<file path="src/rtl/ctr_pkg.sv">
package ctr_pkg;
  typedef enum logic [1:0] {
    OP_HOLD  = 2'd0,
    OP_STEP  = 2'd1,
    OP_LOAD  = 2'd2,
    OP_CLEAR = 2'd3
  } ctr_op_e;
endpackage

</file>
<file path="src/rtl/ctr_op_decode.sv">
module ctr_op_decode
  import ctr_pkg::*;
(
  input  logic    rst,
  input  logic    load_n,
  input  logic    en_par_n,
  input  logic    en_trk_n,
  output ctr_op_e op
);
  always_comb begin
    if (rst)                        op = OP_CLEAR;
    else if (!load_n)               op = OP_LOAD;
    else if (!en_par_n && !en_trk_n) op = OP_STEP;
    else                            op = OP_HOLD;
  end
endmodule

</file>
<file path="src/rtl/ctr_next.sv">
module ctr_next
  import ctr_pkg::*;
#(
  parameter int W = 4
) (
  input  ctr_op_e      op,
  input  logic         up_sel,
  input  logic [W-1:0] cur,
  input  logic [W-1:0] load_val,
  output logic [W-1:0] nxt
);
  localparam logic [W-1:0] ONE = W'(1);

  logic [W-1:0] stepped;

  assign stepped = up_sel ? (cur + ONE) : (cur - ONE);

  always_comb begin
    unique case (op)
      OP_CLEAR: nxt = '0;
      OP_LOAD:  nxt = load_val;
      OP_STEP:  nxt = stepped;
      default:  nxt = cur;
    endcase
  end
endmodule

</file>
<file path="src/rtl/ctr_term.sv">
module ctr_term #(
  parameter int W = 4
) (
  input  logic [W-1:0] cur,
  input  logic         up_sel,
  input  logic         en_trk_n,
  output logic         term_n
);
  localparam logic [W-1:0] TOP = {W{1'b1}};

  logic at_end;

  assign at_end = up_sel ? (cur == TOP) : (cur == '0);
  assign term_n = ~(at_end & ~en_trk_n);
endmodule

</file>
<file path="src/rtl/updown_cascade_ctr.sv">
module updown_cascade_ctr
  import ctr_pkg::*;
#(
  parameter int W = 4
) (
  input  logic         clk,
  input  logic         rst,
  input  logic         load_n,
  input  logic         en_par_n,
  input  logic         en_trk_n,
  input  logic         up_sel,
  input  logic [W-1:0] load_val,
  output logic [W-1:0] count,
  output logic         term_n
);
  ctr_op_e      op;
  logic [W-1:0] cnt_q;
  logic [W-1:0] cnt_d;

  ctr_op_decode u_dec (
    .rst      (rst),
    .load_n   (load_n),
    .en_par_n (en_par_n),
    .en_trk_n (en_trk_n),
    .op       (op)
  );

  ctr_next #(.W(W)) u_next (
    .op       (op),
    .up_sel   (up_sel),
    .cur      (cnt_q),
    .load_val (load_val),
    .nxt      (cnt_d)
  );

  ctr_term #(.W(W)) u_term (
    .cur      (cnt_q),
    .up_sel   (up_sel),
    .en_trk_n (en_trk_n),
    .term_n   (term_n)
  );

  always_ff @(posedge clk) begin
    cnt_q <= cnt_d;
  end

  assign count = cnt_q;
endmodule

</file>
<file path="config.mk">
export PLATFORM = sky130hd
export DESIGN_NAME = updown_cascade_ctr
export DESIGN_NICKNAME = d
export VERILOG_FILES = /design/src/rtl/ctr_pkg.sv /design/src/rtl/ctr_op_decode.sv /design/src/rtl/ctr_next.sv /design/src/rtl/ctr_term.sv /design/src/rtl/updown_cascade_ctr.sv
export SDC_FILE = /design/constraint.sdc
export NUM_CORES = 1
export LEC_CHECK = 0
export BUFFER_PORTS_ARGS = -buffer_cell sky130_fd_sc_hd__buf_2
export CORE_AREA = 5 5 42 44
export DETAILED_ROUTE_END_ITERATION = 16
export DIE_AREA = 0 0 47 49
export HOLD_SLACK_MARGIN = 0.12
export PLACE_DENSITY = 0.42
export SETUP_SLACK_MARGIN = 0.15
export SYNTH_ARGS = -nofsm -noshare
export SYNTH_HDL_FRONTEND = slang
export SYNTH_SLANG_ARGS = --single-unit
export TNS_END_PERCENT = 5
</file>
<file path="constraint.sdc">
create_clock -name clk -period 3.1 [get_ports clk]
set_clock_uncertainty 0.2 [all_clocks]
set_input_delay 0.465 -clock clk [delete_from_list [all_inputs] [get_ports clk]]
set_output_delay 0.465 -clock clk [all_outputs]
set_load 0.01 [all_outputs]
</file>
# Word-level counts from Yosys, hierarchy flattened
# Cells that the tools add are included.
# classes
n_addsub,2
eq_ne,4
reduce_logical,5
n_bitwise,3
muxes,6
# ops
op,n
one-hot mux 4 bit (3 select lines),1
"adder 4 x 1 -> 4 bit, second input constant",1
"equality test 2 bit, second input constant",2
"equality test 4 bit, second input constant",1
zero test 4 bit,1
2-to-1 mux 2 bit,2
2-to-1 mux 4 bit,1
"subtractor 4 x 1 -> 4 bit, second input constant",1
nonzero test 3 bit,1
"equality test 2 x 1 -> 1 bit, second input constant",1
zero test 1 bit,2
2-to-1 mux 1 bit,2
inverter 1 bit,2
bitwise AND 1 bit,1
logical AND 1 bit,1
# totals
ff_bits,4
out_inout_bits,5
in_bits,10

# Depth between registers and ports, before layout
# Gate-level depths: netlist of the first run.
# logic_depth
ltp_word,7
ltp_mapped,5
depth_no_buf,5

# Modules after synthesis
# From an unflattened synthesis of the first run, not the netlist that was laid out.
# unflattened
hier_cells,40
area_unflattened_um2,364.1
# by_module_without_submodules
module,seq_area_each_um2,instances,area_per_inst_um2,cells_each
ctr_next,0.0,1,227.7,28
updown_cascade_ctr,80.1,1,80.1,4
ctr_term,0.0,1,38.8,5
ctr_op_decode,0.0,1,17.5,3

# Worst setup path before layout of the first run
# Ideal clock, no wire load.
# synth_path
path_type,reg-to-output
start,"register cnt_q[0], in the netlist count[0]"
end,output port term_n
path_buffers,0
t_arrival_ns,1.217
path_slack_ns,1.218
path_stages_with_launch,4
cell_sequence,edfxtp_1 or4_1 mux2i_1 nand2b_1
# synth_via
elab_chain_len,4
elab_cells_between_ends,5
classes_between,1 x eq/ne; 1 x mux; 2 x bitwise; 1 x reduce/logical
# synth_rtl
element,line,source
from (decl),updown_cascade_ctr.sv:17,logic [W-1:0] cnt_q;
from (signal assigned),updown_cascade_ctr.sv:44,cnt_q <= cnt_d;
equality test 4 bit / zero test 4 bit (equally long branches),ctr_term.sv:13,assign at_end = up_sel ? (cur == TOP) : (cur == '0);
2-to-1 mux 1 bit *,ctr_term.sv:13,
bitwise AND 1 bit *,ctr_term.sv:14,assign term_n = ~(at_end & ~en_trk_n);
inverter 1 bit *,ctr_term.sv:14,
to (decl),updown_cascade_ctr.sv:14,output logic term_n
# Every way passes the cells marked *; elsewhere a longest branch is shown, timed or not.

# Worst setup path in the final report of the first run
# Ends and elaborated chain as after synthesis.

==> results of run 1 <==
## final cells by class
class	count	share of cell area
Clock buffer	3	0.0539
Inverter	3	0.0269
Multi-Input combinational cell	26	0.416
Sequential cell	4	0.287
Tap cell	16	0.0479
Timing Repair Buffer	14	0.168
## power groups by stage
stage	logic (uW)	clock network [uW]	registers, uW
2_1_floorplan	21.2	0	73.4
3_3_place_gp	41.9	0	72.8
3_5_place_dp	40.7	0	72.4
4_1_cts	40.9	68.1	71.6
5_1_grt	45.4	70.2	72.2
6_report	40.5	65.2	71.2
## cells by family (layout without fill, tap and decap cells)
| family | after synthesis | in the layout | share of synthesized area |
|---|---|---|---|
| and+or+nand+nor | 13 | 13 | 0.209 |
| DFF | 4 | 4 | 0.393 |
| adders and majority gates | 3 | 3 | 0.148 |
| AOI/OAI and AO/OA | 7 | 7 | 0.123 |
| xor gates and xnor gates | 2 | 2 | 0.0574 |
| buffers and inverters | 3 | 20 | 0.0369 |
| muxes | 1 | 1 | 0.0328 |
## through the flow
stage                     power, uW  cell area [sq um]
after detailed placement        113                395
final                           177                418
after global routing            188                418
after floorplan                94.5                305
after CTS                       181                418
after global placement          115                395
## critical path, stage by stage, from the launching register on
cell and delay (ns):
edfxtp_1 0.46, or4_1 0.54, mux2i_1 0.14, nand2b_1 0.07, buf_2 0.13
## per-layer routing
metal,global-route usage,vias up,share of wire
met5,0,-,0
met4,0.0415,0,0
met3,0.0332,0,0.13
met2,0.0814,12,0.40
met1,0.0944,122,0.47
li1,-,154,-
## cells in the final DEF, fill, tap and decap left out
cell      instances
a21oi_1           2
edfxtp_1          4
nand2b_1          1
clkbuf_4          3
nor2_1            2
and3_1            1
xor2_1            2
inv_1             3
o21ai_0           4
nand4_1           1
ha_1              2
nand2_1           5
fa_1              1
or4_1             1
nand3_1           1
buf_2            14
nor2b_1           1
mux2i_1           1
o31ai_1           1
## path summary, 6_finish.rpt
kind                            slack (ns)  endpoint         from
worst min register to register        0.52  count[0]     count[0]
worst max-delay path                  0.87    term_n     count[0]
worst max register to register        1.41  count[3]     count[2]
worst min-delay path                  0.32  count[0]  load_val[0]
==> metrics.md, run 1 <==
| Metric | Value |
|---|---|
| Outcome | finished, final reports clean |
| Footprint of the multi-input gates | 174 sq um |
| Clk slew on worst S/H paths | 0.04 ns |
| Top-area cell type share of the netlist area | 0.393 |
| CTS Buffer Depth | 2 |
| Core footprint | 0.00140 sq mm |
| Syn nets | 46 |
| Core Rows | 14 |
| CTS H-Tree Depth | 1 |
| Syn Area/Cell | 9.25 sq um |
| Tcrit/Tclk final | 0.720 |
| Cell internal pwr | 128 uW |
| First-pass GRT wire length | 1100 microns |
| CTS buffer count | 3 |
| Gr usage total | 0.0681 |
| Max-Slew Margin vs Limit | 0.631 |
| Synth warnings | 0 |
| Clock root cell | clkbuf_4 |
| Sw Share | 0.274 |
| Pwr/cell area | 423 mW/mm^2 |
| Vias/cell | 4.36 |
| Syn-to-layout area delta | 36.9% |
| Initial antenna violation count | 0 |
| Fin cells | 66 |
| Hold Fails Final Rpt | 0 |
| Post-Place Cells | 63 |
| Post-Syn Area | 305 sq um |
| DRT iter0 DRCs | 4 |
| Largest register FFs | 4 |
| Final core occ | 0.298 |
| Antenna-violating nets left | 0 |
| Slew @ Worst Pin | 0.548 ns |
| Crit start category | flip-flop |
| GP Congestion | 0.694 |
| Most instantiated cells after synthesis | 5 x nand2_1, 4 x edfxtp_1, 4 x o21ai_0 |
| Setup tns final | 0 ns |
| Max cap viols | 0 |
| CP endpoint kind | primary output |
| Drt pass-1 iters | 4 |
| VDD IR max | 0.165 mV |
| Max-slew violations | 0 |
| Final nets | 65 |
| Fmax | 448 MHz |
| Combinational fraction of design power | 0.229 |
| Full die area | 0.00230 sq mm |
| CTS tree | done |
| RSZ-0062 raised after global routing | false |
| Most area-hungry cell type in the Yosys netlist | edfxtp_1 |
| Cells after synthesis | 33 |
| Latest clock arrival within the worst-skew pair | 0.23 ns |
| Largest net degree at the start of global routing | 7 |
| Tmin final | 2.23 ns |
| Worst-path maximum fanout | 6 |
| Worst Hold Slack | 0.319 ns |
| Routed WL | 709 microns |
| HP Class | in2reg |
| Final setup margin | 0.868 ns |
| Post-synth EDFFs | 4 |
| R2r worst-path depth | 4 |
| Post-DP HPWL | 583 microns |
| Vias in the first global route | 261 |
| Post-synthesis cell type count | 17 |
| Post-CTS setup repair buffer count | 0 |
| Cts repair resizes | 0 |
| Ant. Diodes | 0 |
| Clk pwr share | 0.369 |
| Filler cells | 165 |
| Hold path cells | 3 |
| Clk sinks | 4 |
| Routed via count | 288 |
| Leakage | 0.000193 uW |
| GRT overflow | 0 |
| FF/Latch Area | 120 sq um |
| Chip width | 47 microns |
| Data required time of the worst path | 2.43 ns |
| Dpl ws | 0.992 ns |
| Hold-fix buffers at CTS | 0 |
| NetSw | 48.5 uW |
| Die Height | 49 microns |
| WL/cell | 10.7 microns |
| Count leader, synth | nand2_1 |
| Yosys reg bits | 4 |
| Initial Util | 0.218 |
| Synth Flop Type | edfxtp_1 |
| Synth area leaders | edfxtp_1 39%, ha_1 8.2%, fa_1 6.6% |
| Flop pwr share | 0.403 |
| Share of layout cells above drive strength 1 | 0.340 |
| Endpoints failing setup | 0 |
| I/O Pins | 15 |
| Critical path arrival | 1.57 ns |
| Sequential area share after synthesis | 0.393 |
| Setup CP Type | reg2out |
| Async S/R FF share, synth | 0 |
| Port bufs | 14 |
| Remaining DRCs | 0 |
(Power assumes the default switching activity.)
==> run 2: changes to the inputs <==
Settings changed: ABC_AREA set to 1, PLACE_DENSITY 0.42 to 0.46.
Clock period 3.1 ns to 1.8 ns, I/O delays scaled along.
==> run 2 against run 1 <==
Net effect: sequential share of layout area down 8.4 points; die area unchanged; register-to-register slack worse by 1.3 ns; power up 110%; via count up 32%; clock power up 70%; first-iteration DRC count unchanged; utilization up 12 points.
==> metrics.md, run 2 <==
| Metric | Value |
|---|---|
| Outcome | finished, final reports clean (unchanged) |
| Max cap viols | 0 (unchanged) |
| Initial antenna violation count | 0 (unchanged) |
| Core footprint | 0.00140 sq mm (unchanged) |
| Vias in the first global route | 389 (was 261) |
| Clk slew on worst S/H paths | 0.04 ns (about the same) |
| First-pass GRT wire length | 1610 microns (was 1100 microns) |
| Worst path cell trace | buf_6 > nor2_4 > nand4_1 > a21o_2 > buf_6 (was or4_1 > mux2i_1 > nand2b_1 > buf_2) |
| Buf/Inv on CP | 2 (was 1) |
| Antenna-violating nets left | 0 (unchanged) |
| Fin area | 589 sq um (was 418 sq um) |
| Gr usage total | 0.0996 (was 0.0681) |
| Post-synth EDFFs | 4 (unchanged) |
| Tmin final | 1.74 ns |
| Setup CP Type | reg2out (unchanged) |
| Clk pwr share | 0.302 (was 0.369) |
| Sw Share | 0.287 (was 0.274) |
| Fin cells | 87 (was 66) |
| Hold path cells | 3 (unchanged) |
| Flop pwr share | 0.326 (was 0.403) |
| Die Height | 49 microns (unchanged) |
| Syn Area/Cell | 7.73 sq um (was 9.25 sq um) |
| Cell mode on critical path | buf_6 |
| Async S/R FF share, synth | 0 (unchanged) |
| Clock root cell | clkbuf_4 (unchanged) |
| Max-Slew Margin vs Limit | 0.848 (was 0.631) |
| Drt pass-1 iters | 2 (was 4) |
| DRT iter0 DRCs | 4 (unchanged) |
| Full die area | 0.00230 sq mm (unchanged) |
| GP Congestion | 0.645 (was 0.694) |
| Chip width | 47 microns (unchanged) |
| VDD IR max | 0.314 mV (was 0.165 mV) |
| Reg2Reg Setup Slack | 0.14 ns (was 1.41 ns) |
| Cell Area, Placed | 453 sq um (was 395 sq um) |
| Max-slew violations | 0 (unchanged) |
| Post-DP HPWL | 673 microns (was 583 microns) |
| Most common cell after layout, fill and taps aside | nand2_1 (was buf_2) |
| Synth Flop Type | edfxtp_1 (unchanged) |
| CTS tree | done (unchanged) |
| Data required time of the worst path | 1.33 ns (was 2.43 ns) |
| Endpoints failing setup | 0 (unchanged) |
| HP Class | in2reg (unchanged) |
| Count leader, synth | nand2_1 (unchanged) |
| Share of layout cells above drive strength 1 | 0.479 (was 0.340) |
| Routed WL | 891 microns (was 709 microns) |
| Leakage | 0.000297 uW (was 0.000193 uW) |
| FF-to-FF End | count[3] (unchanged) |
| Routed via count | 379 (was 288) |
| Top-area cell type share of the netlist area | 0.353 (was 0.393) |
| WL met2 | 463 microns (was 284 microns) |
| Hold Fails Final Rpt | 0 (unchanged) |
| Most frequent cells in the layout | 13 x nand2_1, 12 x buf_2, 7 x inv_1, 5 x buf_6, 5 x buf_4 (was 14 x buf_2, 5 x nand2_1, 4 x o21ai_0, 4 x edfxtp_1) |
| Core Rows | 14 (unchanged) |
| Largest register FFs | 4 (unchanged) |
| Synth area leaders | edfxtp_1 35%, nand2_1 14%, inv_1 7.7% (was edfxtp_1 39%, ha_1 8.2%, fa_1 6.6%) |
| Final nets | 86 (was 65) |
| Latest clock arrival within the worst-skew pair | 0.23 ns (about the same) |
| Ant. Diodes | 0 (unchanged) |
| Post-synthesis cell type count | 16 (was 17) |
| Sequential area share after synthesis | 0.353 (was 0.393) |
| Hold EP | count[1] (was count[0]) |
| Syn nets | 57 (was 46) |
| CTS H-Tree Depth | 1 (unchanged) |
| Pwr/cell area | 624 mW/mm^2 (was 423 mW/mm^2) |
| Yosys reg bits | 4 (unchanged) |
| NetSw | 105 uW (was 48.5 uW) |
| Remaining DRCs | 0 (unchanged) |
| Clk sinks | 4 (unchanged) |
| CTS buffer count | 3 (unchanged) |
| CP endpoint kind | primary output (unchanged) |
| CTS Buffer Depth | 2 (unchanged) |
| I/O Pins | 15 (unchanged) |
| Combinational fraction of design power | 0.371 (was 0.229) |
| WL/cell | 10.2 microns (was 10.7 microns) |
| Synth warnings | 0 (unchanged) |
| Tcrit/Tclk final | 0.968 |
| Gate family responsible for the most delay along the worst path | flip-flops (was simple AND/OR/NAND/NOR gates) |
| Cells after synthesis | 44 (was 33) |
| R2r worst-path depth | 7 (was 4) |
| Worst-path maximum fanout | 3 (was 6) |
| Met3 Wirelength | 49 microns (was 89 microns) |
| Vias/cell | 4.36 (about the same) |
| Most instantiated cells after synthesis | 13 x nand2_1, 7 x inv_1, 4 x edfxtp_1 (was 5 x nand2_1, 4 x edfxtp_1, 4 x o21ai_0) |
| Slowest-stage cell, CP | edfxtp_1 (was or4_1) |
| Crit start category | flip-flop (unchanged) |
| Filler cells | 150 (was 165) |
| Slowest stage delay, CP | 0.40 ns (was 0.54 ns) |
| Syn-to-layout area delta | 73.2% (was 36.9%) |
| Post-Place Cells | 77 (was 63) |
| Cell internal pwr | 262 uW (was 128 uW) |
| Hold Crit Start | load_val[1] (was load_val[0]) |
| Port bufs | 14 (unchanged) |
| Most area-hungry cell type in the Yosys netlist | edfxtp_1 (unchanged) |
| Critical path arrival | 1.27 ns (was 1.57 ns) |
| GRT overflow | 0 (unchanged) |
| Post-Syn Area | 340 sq um (was 305 sq um) |
| Worst R2R Start | count[2] (unchanged) |
| Fmax | 574 MHz |
| M1 wire length | 350 microns (was 334 microns) |
| RSZ-0062 raised after global routing | true (was false) |
| Initial Util | 0.243 (was 0.218) |
| Largest net degree at the start of global routing | 5 (was 7) |
| Uppermost layer routed | met4 (was met3) |
| Slew @ Worst Pin | 0.228 ns (was 0.548 ns) |
run 2: cell types whose count changed after synthesis, moves of 2 or more:
cell | before | now
inv_1 | 3 | 7
or2_1 | 0 | 2
o21ai_1 | 0 | 2
o21ai_0 | 4 | 0
nand2_1 | 5 | 13
a21oi_1 | 2 | 0
run 2: routing by layer:
layer,global-route usage,up-vias
met5,0,-
met4,0.0691,0
met3,0.0221,5
met2,0.156,14
met1,0.113,162
li1,-,198
run 2: what timing repair did:
item                                    CTS  global route
endpoints found under the setup margin    1             4
hold endpoints to repair                  2             0
setup buffers                             4             1
hold buffers                              2             0
pin swaps                                 3             2
gates resized for setup                   3             9
run 2: cell type report:
class,instances,area (sq um),area share
Tap cell,16,20.0,0.0340
Sequential cell,4,120,0.204
Inverter,8,30.0,0.0510
Multi-Input combinational cell,32,223,0.378
Timing Repair Buffer,24,174,0.295
Clock buffer,3,22.5,0.0382
run 2: how the worst max path moves through the flow:
stage,startpoint,endpoint,cells after the start
5_1_grt,count[2],term_n,5
2_1_floorplan,count[2],count[3],6
3_3_place_gp,up_sel,count[3],8
4_1_cts,count[2],term_n,5
3_5_place_dp,up_sel,count[3],8
6_report,count[2],term_n,5
run 2: cell families (layout without fill, tap and decap cells):
kind of cell | Yosys count | in the layout | synth area share
AO/OA/AOI/OAI | 4 | 4 | 0.0809
XOR/XNOR | 1 | 1 | 0.0257
adder cells (fa/ha/maj) | 3 | 3 | 0.132
buffers and inverters | 8 | 35 | 0.0882
flip-flops | 4 | 4 | 0.353
AND/OR/NAND/NOR | 24 | 24 | 0.320
run 2: worst register-to-register path, cell delays in order, from the launching register on:
cell      delay, ns
edfxtp_1       0.40
buf_4          0.16
ha_4           0.22
or2_4          0.23
nand2_1        0.06
nand2_1        0.04
nand3_1        0.06
nand2_1        0.05
run 2: through the flow:
stage          hold WS, ns  power [uW]  setup TNS (ns)  setup WS (ns)  utilization
2_1_floorplan        0.256         172               0          0.154            -
3_3_place_gp         0.348         212               0          0.130        0.323
3_5_place_dp         0.351         213               0          0.123        0.323
4_1_cts              0.121         348               0         0.0684        0.385
5_1_grt              0.138         404        -0.00936       -0.00936        0.421
6_report             0.125         367               0         0.0579        0.421
run 2: power by group through the flow:
stage	Sequential [uW]	Combinational, uW	Clock [uW]
2_1_floorplan	126	46.3	0
3_3_place_gp	122	90.5	0
3_5_place_dp	122	91.0	0
4_1_cts	120	112	117
5_1_grt	121	154	128
6_report	120	136	111
==> run 3: changes to the inputs <==
Clock period 1.8 ns to 1.53 ns, I/O delays scaled along.
==> run 3 against run 2 <==
Net effect: routed wire length shrank 2.4%; critical path depth did not move; die area stayed put; non-clock buffer count up 3; the flow now finishes with violations (negative setup slack); hold slack better by 0.094 ns; critical path type unchanged; register-to-register slack worse by 0.20 ns; sequential power up 15%.
==> metrics.md, run 3 (same netlist as run 2, synthesis figures left out) <==
| Metric | Value |
|---|---|
| Leakage | 0.000307 uW (was 0.000297 uW) |
| Worst-path maximum fanout | 2 (was 3) |
| Vias/cell | 4.24 (was 4.36) |
| Clk slew on worst S/H paths | 0.04 ns (about the same) |
| Cell mode on critical path | buf_6 (unchanged) |
| Clock root cell | clkbuf_4 (unchanged) |
| RSZ-0062 raised after global routing | true (unchanged) |
| Full die area | 0.00230 sq mm (unchanged) |
| CTS tree | done (unchanged) |
| Port bufs | 14 (unchanged) |
| I/O Pins | 15 (unchanged) |
| Outcome | finished with violations (was finished, final reports clean) |
| Worst path cell trace | buf_6 > nor2_2 > nand4_1 > a21o_2 > buf_6 (was buf_6 > nor2_4 > nand4_1 > a21o_2 > buf_6) |
| HP Class | in2reg (unchanged) |
| Fin cells | 90 (was 87) |
| Share of layout cells above drive strength 1 | 0.432 (was 0.479) |
| Hold Fails Final Rpt | 0 (unchanged) |
| Cell internal pwr | 304 uW (was 262 uW) |
| First-pass GRT wire length | 1550 microns (was 1610 microns) |
| Syn-to-layout area delta | 74.3% (was 73.2%) |
| Tcrit/Tclk final | 1.11 |
| Core Rows | 14 (unchanged) |
| Post-DP HPWL | 688 microns (was 673 microns) |
| Combinational fraction of design power | 0.361 (was 0.371) |
| Failing checks | negative setup slack |
| Endpoints failing setup | 3 (was 0) |
| Vias in the first global route | 412 (was 389) |
| Buf/Inv on CP | 2 (unchanged) |
| CTS buffer count | 3 (unchanged) |
| DRT iter0 DRCs | 9 (was 4) |
| Tmin final | 1.70 ns |
| GRT overflow | 0 (unchanged) |
| Chip width | 47 microns (unchanged) |
| Most frequent cells in the layout | 13 x nand2_1, 11 x buf_2, 8 x buf_4, 7 x inv_1 (was 13 x nand2_1, 12 x buf_2, 7 x inv_1, 5 x buf_6, 5 x buf_4) |
| CP endpoint kind | primary output (unchanged) |
| Routed WL | 870 microns (was 891 microns) |
| CTS Buffer Depth | 2 (unchanged) |
| Max-slew violations | 0 (unchanged) |
| Setup CP Type | reg2out (unchanged) |
| Clk sinks | 4 (unchanged) |
| Clk pwr share | 0.312 (was 0.302) |
| Final nets | 89 (was 86) |
| Largest net degree at the start of global routing | 5 (unchanged) |
| Pwr/cell area | 714 mW/mm^2 (was 624 mW/mm^2) |
| Slowest-stage cell, CP | edfxtp_1 (unchanged) |
| Critical path arrival | 1.27 ns (about the same) |
| Fmax | 589 MHz |
| Filler cells | 165 (was 150) |
| NetSw | 120 uW (was 105 uW) |
| CTS H-Tree Depth | 1 (unchanged) |
| WL/cell | 9.67 microns (was 10.2 microns) |
| Latest clock arrival within the worst-skew pair | 0.24 ns (was 0.23 ns) |
| Flop pwr share | 0.327 (was 0.326) |
| Ant. Diodes | 0 (unchanged) |
| Post-Place Cells | 80 (was 77) |
| Gate family responsible for the most delay along the worst path | flip-flops (unchanged) |
| Remaining DRCs | 0 (unchanged) |
| Initial antenna violation count | 0 (unchanged) |
| Antenna-violating nets left | 0 (unchanged) |
| Initial Util | 0.243 (unchanged) |
| VDD IR max | 0.377 mV (was 0.314 mV) |
| GP Congestion | 0.650 (was 0.645) |
| Drt pass-1 iters | 4 (was 2) |
| Crit start category | flip-flop (unchanged) |
| Most common cell after layout, fill and taps aside | nand2_1 (unchanged) |
| Final setup margin | -0.168 ns (was 0.0579 ns) |
| FF/Latch Area | 120 sq um (unchanged) |
| Gr usage total | 0.0940 (was 0.0996) |
| Max cap viols | 0 (unchanged) |
| Largest register FFs | 4 (unchanged) |
| Sw Share | 0.283 (was 0.287) |
| Routed via count | 382 (was 379) |
| Die Height | 49 microns (unchanged) |
| Data required time of the worst path | 1.10 ns (was 1.33 ns) |
| Setup tns final | -0.280 ns (was 0 ns) |
| Slew @ Worst Pin | 0.213 ns (was 0.228 ns) |
| Max-Slew Margin vs Limit | 0.858 (was 0.848) |
| Core footprint | 0.00140 sq mm (unchanged) |
| Slowest stage delay, CP | 0.40 ns (about the same) |
| Footprint of the multi-input gates | 200 sq um (was 223 sq um) |
run 3: final timing paths:
kind / startpoint / endpoint / slack (ns) / cells past startpoint
max: count[0] / term_n / -0.17 / 5
min: rst / count[3] / 0.22 / 4
max reg2reg: count[0] / count[2] / -0.06 / 5
min reg2reg: count[3] / count[3] / 0.61 / 6
run 3: power by group through the flow:
stage	logic [uW]	clock network [uW]	registers, uW
global route	174	151	140
floorplan	54.5	0	148
CTS	149	138	138
finish	153	132	138
detailed placement	120	0	141
global placement	119	0	141
run 3: area by class of cell:
class	instances	share of cell area
inverter	8	0.0506
clock buffer	3	0.0380
multi-input combinational	32	0.338
timing repair buffer	27	0.338
tap	16	0.0338
sequential	4	0.203
run 3: per-stage QoR:
step                hold slack, ns  area, sq um  total power [uW]  setup slack (ns)  utilization
finish                       0.219          593               424            -0.168        0.423
global route                 0.221          593               464            -0.223        0.423
CTS                          0.207          579               426            -0.179        0.413
detailed placement           0.303          475               261           -0.0989        0.339
global placement             0.308          475               260           -0.0725        0.339
floorplan                    0.215          340               202            -0.108            -
run 3: worst min-delay path: stages:
cell and delay [ns]:
buf_2 0.10, nor2_2 0.05, nand3_1 0.07, nand2_1 0.04
run 3: layer usage:
metal	GRT usage	share of wire	vias up
met1	0.0911	0.38	165
li1	-	-	202
met3	0.0258	0.070	2
met5	0	0	-
met4	0.0691	0.013	0
met2	0.158	0.54	13
run 3: timing repair:
item,in CTS,in global routing
resized for setup,5,2
hold buffers,4,0
setup buffers,2,1
endpoints found under the setup margin,4,6
hold endpoints to repair,4,0
pin swaps,4,1
